[src/rtl/debounce_pkg.sv]
// Package: debounce_pkg
// Shared helpers for the debounce filter. It assumes nothing beyond
// elaboration-time integer arithmetic.
package debounce_pkg;

    // Width of a counter that must reach n-1; never less than one bit.
    function automatic int count_width(input int n);
        return (n < 2) ? 1 : $clog2(n);
    endfunction

    // Width of a counter that must reach n itself (saturating monitors).
    function automatic int sat_width(input int n);
        return $clog2(n + 1);
    endfunction

endpackage

[src/rtl/db_sync_chain.sv]
// Module: db_sync_chain
// A cascade of STAGES flops that carries an asynchronous level into the
// clk domain. It assumes STAGES >= 1 and that the input is one bit wide.
// Every flop clears under the synchronous active-low reset.
module db_sync_chain #(
    parameter int STAGES = 2
) (
    input  logic clk,
    input  logic rst_n,
    input  logic async_in,
    output logic sync_out
);

    logic [STAGES-1:0] taps;

    for (genvar i = 0; i < STAGES; i++) begin : g_stage
        if (i == 0) begin : g_first
            // Purpose: first capture of the asynchronous level.
            always_ff @(posedge clk) begin
                if (!rst_n) taps[0] <= 1'b0;
                else        taps[0] <= async_in;
            end
        end else begin : g_next
            // Purpose: one more settling stage.
            always_ff @(posedge clk) begin
                if (!rst_n) taps[i] <= 1'b0;
                else        taps[i] <= taps[i-1];
            end
        end
    end

    assign sync_out = taps[STAGES-1];

endmodule

[src/rtl/db_hold_timer.sv]
// Module: db_hold_timer
// Counts consecutive edges on which `mismatch` is high. It raises `expire`
// on the edge where the HOLD-th consecutive mismatch is seen. Any edge
// without a mismatch clears the count, so an interrupted window starts
// again from zero. It assumes HOLD >= 1.
module db_hold_timer
    import debounce_pkg::*;
#(
    parameter int HOLD = 8
) (
    input  logic clk,
    input  logic rst_n,
    input  logic mismatch,
    output logic expire
);

    localparam int            W    = count_width(HOLD);
    localparam logic [W-1:0]  LAST = W'(HOLD - 1);

    logic [W-1:0] cnt;

    assign expire = mismatch && (cnt == LAST);

    // Purpose: run length of the unproven level; clears on a break or a commit.
    always_ff @(posedge clk) begin
        if (!rst_n || !mismatch || expire) cnt <= '0;
        else                               cnt <= cnt + 1'b1;
    end

endmodule

[src/rtl/db_level_reg.sv]
// Module: db_level_reg
// Holds the clean level. On `commit` it takes the opposite of its own
// value. That is the level the timer has just proven on every edge of the
// window, and not whatever the input shows at that instant. It assumes
// `commit` only fires while the input differs from the held level.
module db_level_reg (
    input  logic clk,
    input  logic rst_n,
    input  logic commit,
    output logic level
);

    // Purpose: registered output level, cleared by reset.
    always_ff @(posedge clk) begin
        if (!rst_n)      level <= 1'b0;
        else if (commit) level <= ~level;
    end

endmodule

[src/rtl/sync_debounce.sv]
// Module: sync_debounce
// Top of the debounce filter: synchroniser, stability timer and output
// register. It assumes HOLD_CYCLES >= 1 and SYNC_STAGES >= 2. It also
// assumes raw_in may change at any time relative to clk.
module sync_debounce #(
    parameter int HOLD_CYCLES = 1500000,
    parameter int SYNC_STAGES = 2
) (
    input  logic clk,
    input  logic rst_n,
    input  logic raw_in,
    output logic clean_out
);

    logic sync_lvl;
    logic differs;
    logic window_done;

    db_sync_chain #(.STAGES(SYNC_STAGES)) u_sync (
        .clk      (clk),
        .rst_n    (rst_n),
        .async_in (raw_in),
        .sync_out (sync_lvl)
    );

    // Purpose: flag edges where the input disagrees with the held level.
    assign differs = sync_lvl ^ clean_out;

    db_hold_timer #(.HOLD(HOLD_CYCLES)) u_timer (
        .clk      (clk),
        .rst_n    (rst_n),
        .mismatch (differs),
        .expire   (window_done)
    );

    db_level_reg u_level (
        .clk    (clk),
        .rst_n  (rst_n),
        .commit (window_done),
        .level  (clean_out)
    );

endmodule

[config.mk]
export PLATFORM = sky130hd
export DESIGN_NAME = sync_debounce
export DESIGN_NICKNAME = d
export VERILOG_FILES = /design/src/rtl/debounce_pkg.sv /design/src/rtl/db_sync_chain.sv /design/src/rtl/db_hold_timer.sv /design/src/rtl/db_level_reg.sv /design/src/rtl/sync_debounce.sv
export SDC_FILE = /design/constraint.sdc
export NUM_CORES = 1
export LEC_CHECK = 0
export BUFFER_PORTS_ARGS = -buffer_cell sky130_fd_sc_hd__buf_2
export CORE_ASPECT_RATIO = 1.4
export CORE_MARGIN = 2
export CORE_UTILIZATION = 60
export DETAILED_ROUTE_END_ITERATION = 6
export PLACE_DENSITY = 0.79
export SETUP_SLACK_MARGIN = 0.05
export SYNTH_ARGS = -nofsm -noshare
export SYNTH_HDL_FRONTEND = slang
export SYNTH_HIERARCHICAL = 1
export SYNTH_SLANG_ARGS = --single-unit
[constraint.sdc]
create_clock -name clk -period 4.92 [get_ports clk]
set_clock_uncertainty 0.05 [all_clocks]
set_input_delay 0.984 -clock clk [delete_from_list [all_inputs] [get_ports clk]]
set_output_delay 0.984 -clock clk [all_outputs]
set_load 0.005 [all_outputs]
==> results of run 1 <==
kinds of logic (layout without fill, tap and decap cells):
logic type	Yosys count	in the layout	share of synthesized area, %
simple gates	65	65	34.2
flops	24	24	41.6
xor+xnor	15	15	11.4
compound gates	13	13	7.58
buf+inv	7	9	4.12
fa+ha+maj	1	1	1.08
power groups by stage:
stage                     Combinational (mW)  Sequential (mW)  Clock [mW]
after floorplan                      0.00298            0.200           0
after global placement               0.00420            0.200           0
after detailed placement             0.00439            0.200           0
after CTS                            0.00440            0.196       0.105
after global routing                 0.00489            0.196       0.117
final                                0.00436            0.196       0.100
cell usage after synthesis:
| library cell | instances |
|---|---|
| buf_6 | 1 |
| and3_1 | 2 |
| clkbuf_2 | 1 |
| buf_4 | 3 |
| xor2_1 | 11 |
| inv_1 | 1 |
| nor2b_1 | 1 |
| nor4b_2 | 1 |
| o21a_1 | 1 |
| nor3b_1 | 1 |
| a21oi_2 | 2 |
| xnor2_1 | 4 |
| dfxtp_1 | 24 |
| and2_1 | 10 |
| nor2_1 | 15 |
| o21ai_0 | 5 |
| o21ba_1 | 1 |
| buf_2 | 1 |
| o31ai_2 | 1 |
| or3_1 | 5 |
| nand4_4 | 2 |
| nor3_1 | 2 |
| and4_1 | 4 |
| nand3_1 | 10 |
| and3_2 | 1 |
| nand4_1 | 7 |
| ha_1 | 1 |
| a21oi_1 | 3 |
| nand2_1 | 4 |
area by class of cell:
cell class | instances | area (sq um)
sequential | 24 | 480
clock buffer | 4 | 36.3
inverter | 1 | 3.75
fill | 137 | 584
multi-input combinational | 94 | 627
timing repair buffer | 4 | 22.5
tap | 20 | 25.0
layer usage:
metal	routed length, um	vias up	track usage [%]
li1	-	439	-
met1	938	419	28.3
met2	1100	16	33.3
met3	47	2	6.00
met4	14	0	9.05
met5	0	-	0
per-stage QoR:
| step | total power [mW] | cell area (sq um) | util [%] | setup WS [ns] |
|---|---|---|---|---|
| 6_report | 0.300 | 1190 | 67.2 | 2.56 |
| 5_1_grt | 0.318 | 1190 | 67.2 | 2.38 |
| 4_1_cts | 0.305 | 1190 | 67.2 | 2.55 |
| 3_5_place_dp | 0.204 | 1160 | 65.1 | 2.57 |
| 3_3_place_gp | 0.204 | 1160 | 65.1 | 2.68 |
| 2_1_floorplan | 0.203 | 1150 | - | 3.23 |
worst max-delay path: stages, from the launching register on:
cell,delay [ns]
dfxtp_1,0.39
ha_1,0.21
and3_1,0.37
nand3_1,0.16
o31ai_2,0.64
buf_4,0.30
o21ba_1,0.15
final timing paths:
check                               startpoint              end  slack [ns]  cells past startpoint
worst min-delay path            u_sync/taps[0]  u_sync/sync_out        0.41                      1
worst max register to register  u_timer/cnt[0]  u_timer/cnt[18]        2.56                      6
worst max-delay path            u_timer/cnt[0]  u_timer/cnt[18]        2.56                      6
worst min register to register  u_sync/taps[0]  u_sync/sync_out        0.41                      1
state kept, by name (all words and copies together), names as in the netlist:
register and flops:
u_timer/cnt 21, u_level/level 1, u_sync/sync_out 1, u_sync/taps 1
==> flow_summary.yaml, run 1 <==
logic_synthesis:
  ys_ff_latch: 24
  ys_warn_count: 6
  synthCells: 125
  syn-num-nets: 129
  yosysSeqAreaShare_pct: 41.6
  synth_area_sq_um: 1150
  yosys.area.top_type_share_pct: 41.6
  synth_area_leaders: "dfxtp_1, xor2_1, and2_1, nor2_1, nand3_1"
  syn_avg_cell_area_sq_um: 9.24
  yosysUniqueCellTypes: 29
  synth_area_leader_cell: "dfxtp_1"
pwr:
  seqPwrFrac_pct: 65.2
  power_frac_comb_pct: 1.5
  leakage_nw: 0.444
  cellPowerDensity_nw_per_um2: 251
  power_switching_mw: 0.0577
  p_int_mw: 0.242
  ir_worst_vdd_uv: 146
  switching_share_pct: 19.2
  pwr-share-clk_pct: 33.3
global_route:
  grt_max_degree: 14
  overflow: 0
  grt_pass1_vias: 817
  grt_pass1_wl_um: 3550
  grt_usage_pct: 22.0
  antenna_found_initial: 0
clocking:
  cts_tree: "done"
  holdBufCountCts: 0
  cts-resized-gates: 0
  clk-insertion-delay-late_ns: 0.30
  cts_root_buffer: "clkbuf_4"
  numCtsBuffers: 3
  clkSlewWorstSetupHoldPaths_ns: 0.12
  clk_path_buf_depth: 2
  h-tree-depth: 1
  postCtsSetupBuffers: 0
  clock-sinks: 24
finish:
  nets: 132
  layout.cells.non_filler: 147
  antenna_cells: 0
  drive_gt1_share_pct: 11.8
  final_common_cell: "dfxtp_1"
  area_growth_pct: 3.47
  final_cell_mix: "dfxtp_1, nor2_1, xor2_1"
critical_path:
  crit_path_max_fanout: 11
  criticalPathCategory: "reg -> reg"
  cp.required_ns: 5.09
  critPathCaptureType: "flop"
  start_kind: "flop"
  cp_data_arrival_time_ns: 2.53
timing:
  setup_tns_ns: 0
  period_needed_ns: 2.36
  fmax_mhz: 423
  setup_violations: 0
  holdWs_ns: 0.406
  drv_slew: 0
  maxSlewHeadroom_pct: 50.0
  grt_setup_unrepaired: "false"
  post-route-period-util_pct: 48.0
  hold_viol: 0
  tightestPinTransition_ns: 0.745
floorplan:
  initial_core_util_pct: 64.9
  io_pins: 4
  die-area_sq_um: 2300
  die_x_um: 41.1
  die_y_um: 55.9
  fp.coreArea_sq_um: 1780
  rows: 18
placement:
  placedCellCount: 143
  dp_hpwl_um: 1510
  gp_congestion: 0.803
  port_buffers: 3
min_path:
  hold_class: "reg -> reg"
routing:
  via_per_inst: 5.96
  first_pass_iters: 4
  wl_um: 2100
  drc: 0
  antenna_left: 0
  wl_per_cell_um: 14.3
  via_count: 876
  drtIter0Drc: 27
outcome:
  outcome: "completed"
job:
  cap_violations: 0
(Power assumes the default switching activity.)
==> inputs of run 2 (changes only) <==
Settings changed: CORE_UTILIZATION 60 to 59, PLACE_DENSITY 0.79 to 0.78.
Clock period 4.92 ns to 2.3 ns, I/O delays scaled along.
==> run 2 against run 1 <==
Effect of this change:
- setup slack got worse by 2.2 ns
- clock power rose to 3.0 times the previous value
- flip-flop and latch count did not move
- power rose by 140%
- hold slack worse by 0.11 ns
- utilization grew 0.48 points
- sequential share of layout area decreased by 0.78 points
- register-to-register slack worse by 2.2 ns
==> flow_summary.yaml, run 2 (synthesized netlist as in run 1, its figures left out) <==
finish:
  layout.cells.non_filler: 148
  stdcell_area_sq_um: 1220
  antenna_cells: 0
  nets: 133
  fillers: 138
  multiInputGateArea_sq_um: 627
  top_register: "u_timer/cnt"
  final_common_cell: "dfxtp_1"
  largest_reg_flops: 21
  drive_gt1_share_pct: 12.5
  final-seq-area_sq_um: 480
  final_cell_mix: "dfxtp_1, nor2_1, xor2_1"
  area_growth_pct: 5.53
outcome:
  outcome: "completed"
clocking:
  h-tree-depth: 1
  postCtsSetupBuffers: 0
  cts_root_buffer: "clkbuf_4"
  holdBufCountCts: 0
  numCtsBuffers: 3
  cts_tree: "done"
  clkSlewWorstSetupHoldPaths_ns: 0.13
  clk-insertion-delay-late_ns: 0.31
  clock-sinks: 24
  cts-resized-gates: 0
  clk_path_buf_depth: 2
min_path:
  hold_class: "in -> reg"
  hp-start: "raw_in"
floorplan:
  die_x_um: 41.4
  initial_core_util_pct: 64.1
  fp.coreArea_sq_um: 1800
  io_pins: 4
  die_y_um: 56.3
  rows: 18
  die-area_sq_um: 2330
placement:
  placedCellCount: 144
  dp_hpwl_um: 1560
  post_dp_cell_area_sq_um: 1170
  port_buffers: 3
  gp_congestion: 0.813
timing:
  tightestPinTransition_ns: 0.428
  fmax_mhz: 525
  hold_viol: 0
  period_needed_ns: 1.90
  holdWs_ns: 0.297
  setup_tns_ns: 0
  drv_slew: 0
  post-route-period-util_pct: 82.8
  grt_setup_unrepaired: "false"
  maxSlewHeadroom_pct: 71.5
  setup_violations: 0
global_route:
  grt_max_degree: 15
  antenna_found_initial: 0
  grt_usage_pct: 20.4
  grt_pass1_vias: 814
  overflow: 0
  grt_pass1_wl_um: 3440
job:
  cap_violations: 0
routing:
  antenna_left: 0
  drc: 0
  via_per_inst: 5.89
  via_count: 872
  first_pass_iters: 4
  drtIter0Drc: 16
  wl_per_cell_um: 14.0
  wl_um: 2070
critical_path:
  reg2reg_from: "u_timer/cnt[0]"
  startpoint: "u_timer/cnt[0]"
  critPathSlowestCell: "dfxtp_1"
  endpoint: "u_timer/cnt[18]"
  start_kind: "flop"
  crit_path_max_fanout: 10
  r2r_cells: 6
  critical_path.cell_chain: "ha_1 > and3_1 > nand3_1 > o31ai_2 > buf_4 > o21ba_1"
  rr_endpoint: "u_timer/cnt[18]"
  critPathCaptureType: "flop"
  criticalPathCategory: "reg -> reg"
  cp.required_ns: 2.47
  max_stage_delay_ns: 0.40
  ff2ff_setup_slack_ns: 0.40
  cp_data_arrival_time_ns: 2.07
pwr:
  leakage_nw: 0.455
  ir_worst_vdd_uv: 404
  total_power_mw: 0.730
  cellPowerDensity_nw_per_um2: 599
## run 2: cell types whose count changed in the layout (fill, tap and decap cells not counted)
| cell | delta |
|---|---|
| bufinv_16 | +1 |
| clkbuf_8 | -1 |
| buf_4 | +1 |
## run 2: worst min path at each step
stage | endpoint | slack, ns | cells past startpoint
5_1_grt | u_sync/taps[0] | 0.30 | 2
3_3_place_gp | u_sync/sync_out | 0.36 | 1
6_report | u_sync/taps[0] | 0.30 | 2
2_1_floorplan | u_sync/sync_out | 0.36 | 1
4_1_cts | u_sync/taps[0] | 0.29 | 2
3_5_place_dp | u_sync/sync_out | 0.39 | 1
## run 2: where the power goes
group / total (mW) / internal [mW] / switching, mW / leakage (nW)
clock network: 0.301 / 0.176 / 0.125 / 0.0279
registers: 0.419 / 0.418 / 0.00105 / 0.194
logic: 0.0102 / 0.00487 / 0.00533 / 0.233
total: 0.730 / 0.599 / 0.132 / 0.455
## run 2: layout make-up
type | count | area share (%)
clock inverter | 1 | 2.46
inverter | 1 | 0.308
sequential | 24 | 39.4
tap | 20 | 2.05
multi-input combinational | 94 | 51.4
timing repair buffer | 5 | 2.46
clock buffer | 3 | 1.85
## run 2: per-layer routing
metal	GRT usage (%)	share of wire, %	routed length [um]	vias up
li1	-	-	-	442
met1	26.0	44	907	421
met2	34.2	54	1120	5
met3	2.77	0.82	17	4
met4	5.07	1.3	27	0
met5	0	0	0	-
## run 2: worst max-delay path, delay by kind of cell, from the launching register on
family,cells,cell delay (ns)
compound gates,2,0.40
fa+ha+maj,1,0.22
buf+inv,1,0.23
flops,1,0.40
simple gates,2,0.52
## run 2: stage by stage
step | utilization (%) | worst slack [ns]
2_1_floorplan | - | 0.691
3_3_place_gp | 64.7 | 0.503
3_5_place_dp | 64.7 | 0.416
4_1_cts | 67.6 | 0.388
5_1_grt | 67.6 | 0.253
6_report | 67.6 | 0.396
==> inputs of run 3 (changes only) <==
Settings changed: CORE_UTILIZATION 59 to 53, PLACE_DENSITY 0.78 to 0.75.
Clock period 2.3 ns to 1.6 ns, I/O delays scaled along.
==> run 3 against run 2 <==
Effect of this change:
- the run now ends with negative setup slack left
- combinational power is 110% higher
- cell area is 16% higher
- final cell count is 12% higher
- via count is 7.9% higher
- fmax is 17% higher
- first-iteration DRC count is 38% higher
- sequential share of layout area is 5.1 points lower
- non-clock buffer count is 16 higher
- register-to-register slack worse by 0.42 ns
- setup slack worse by 0.42 ns
- wire length is 15% higher
- largest cell class unchanged
==> flow_summary.yaml, run 3 (synthesized netlist as in run 1, its figures left out) <==
routing:
  via_count: 941
  first_pass_iters: 4
  drtIter0Drc: 22
  via_per_inst: 5.67
  antenna_left: 0
  wl_um: 2370
  drc: 0
  wl_per_cell_um: 14.3
min_path:
  holdPathStages: 2
  hp-start: "raw_in"
  hold_end: "u_sync/taps[0]"
  hold_class: "in -> reg"
global_route:
  grt_pass1_wl_um: 3870
  grt_use_met3_pct: 1.83
  grt.busiest_layer: "met2"
  grtUsageMet1_pct: 24.4
  overflow: 0
  antenna_found_initial: 0
  grt_max_degree: 14
  grtUsageMet2_pct: 34.5
  grt_usage_pct: 20.7
  grt_pass1_vias: 931
outcome:
  outcome: "finished, violations left"
  violations: "negative setup slack"
critical_path:
  cp_data_arrival_time_ns: 1.80
  ff2ff_setup_slack_ns: -0.03
  rr_endpoint: "u_timer/cnt[5]"
  critPathCaptureType: "flop"
  r2r_cells: 6
  cp.required_ns: 1.78
  reg2reg_from: "u_level/level"
  criticalPathCategory: "reg -> reg"
  start_kind: "flop"
  crit_path_max_fanout: 7
finish:
  drive_gt1_share_pct: 31.9
  final-seq-area_sq_um: 485
  multiInputGateArea_sq_um: 702
  stdcell_area_sq_um: 1410
  final_cell_mix: "dfxtp_1, buf_4, nor2_1"
  final_common_cell: "dfxtp_1"
  largest_reg_flops: 21
  top_register: "u_timer/cnt"
  antenna_cells: 0
  fillers: 164
  nets: 149
  area_growth_pct: 22.3
pwr:
  leakage_nw: 0.552
  cellPowerDensity_nw_per_um2: 669
  ir_worst_vdd_uv: 444
  pwr-share-clk_pct: 34.0
  seqPwrFrac_pct: 63.8
  p_int_mw: 0.751
  power_frac_comb_pct: 2.2
  switching_share_pct: 20.5
  power_switching_mw: 0.193
clocking:
  clock-sinks: 24
  clk-insertion-delay-late_ns: 0.32
  numCtsBuffers: 3
  h-tree-depth: 1
  clkSlewWorstSetupHoldPaths_ns: 0.13
  holdBufCountCts: 0
  cts_root_buffer: "clkbuf_4"
  clk_path_buf_depth: 2
  cts_tree: "done"
floorplan:
  die_y_um: 59.2
  fp.coreArea_sq_um: 2130
  rows: 20
  io_pins: 4
  die_x_um: 43.5
  initial_core_util_pct: 54.3
  die-area_sq_um: 2570
placement:
  post_dp_cell_area_sq_um: 1310
  gp_congestion: 0.907
  dp_hpwl_um: 1770
  port_buffers: 3
job:
  cap_violations: 0
timing:
  period_needed_ns: 1.63
  hold_viol: 0
  fmax_mhz: 615
  holdWs_ns: 0.141
  drv_slew: 0
  grt_setup_unrepaired: "true"
  post-route-period-util_pct: 102
  tightestPinTransition_ns: 0.274
  maxSlewHeadroom_pct: 81.7
  setup_slack_ns: -0.0267
  setup_violations: 20
==> run 3: changes by cell type in the layout (fill, tap and decap cells not counted), moves of 2 or more <==
cell / delta
dfxtp_2: +4
buf_6: +2
nor2_2: +3
buf_4: +14
dfxtp_1: -4
nor2_1: -4
==> run 3: metal layers <==
layer | routed length, um | share of wire (%)
met1 | 976 | 41
met2 | 1300 | 55
met3 | 47 | 2.0
met4 | 51 | 2.2
met5 | 0 | 0
==> run 3: power groups by stage <==
stage | clock [mW] | sequential, mW | combinational [mW]
finish | 0.321 | 0.603 | 0.0210
global route | 0.354 | 0.604 | 0.0232
CTS | 0.332 | 0.603 | 0.0194
detailed placement | 0 | 0.616 | 0.0160
global placement | 0 | 0.616 | 0.0155
floorplan | 0 | 0.615 | 0.00934
==> run 3: worst max-delay path, stage by stage, from the launching register on <==
cell	delay, ns
dfxtp_2	0.38
xor2_2	0.14
nor4b_4	0.22
nand4_1	0.20
o31ai_4	0.30
buf_6	0.19
nor2_1	0.05
==> run 3: layout make-up <==
cell class                      instances  share of cell area [%]
Tap cell                               22                    1.95
Multi-Input combinational cell         94                    49.7
Timing Repair Buffer                   21                    11.2
Inverter                                1                   0.266
Sequential cell                        24                    34.4
Clock buffer                            4                    2.57
==> run 3: through the flow <==
| step | worst slack (ns) | utilization, % | instances | setup TNS, ns | total power, mW |
|---|---|---|---|---|---|
| after floorplan | 0.0183 | - | 125 | 0 | 0.625 |
| after global placement | -0.0113 | 61.5 | 161 | -0.0413 | 0.631 |
| after detailed placement | -0.0796 | 61.5 | 161 | -1.11 | 0.632 |
| after CTS | -0.0240 | 64.8 | 166 | -0.223 | 0.954 |
| after global routing | -0.141 | 66.4 | 166 | -2.28 | 0.981 |
| final | -0.0267 | 66.4 | 166 | -0.363 | 0.945 |
==> run 3: how the worst max path moves through the flow <==
| stage | startpoint | endpoint | slack (ns) | cells after the start |
|---|---|---|---|---|
| after floorplan | u_timer/cnt[1] | u_timer/cnt[18] | 0.02 | 7 |
| after global placement | u_sync/sync_out | u_timer/cnt[20] | -0.01 | 6 |
| after detailed placement | u_sync/sync_out | u_timer/cnt[16] | -0.08 | 6 |
| after CTS | u_level/level | u_timer/cnt[16] | -0.02 | 6 |
| after global routing | u_level/level | u_level/level | -0.14 | 7 |
| final | u_level/level | u_timer/cnt[5] | -0.03 | 6 |
==> run 3: what timing repair did <==
item,4_1_cts,5_1_grt
gates resized for setup,7,7
buffers inserted,1,0
pin swaps,4,9
setup endpoints to repair,21,21
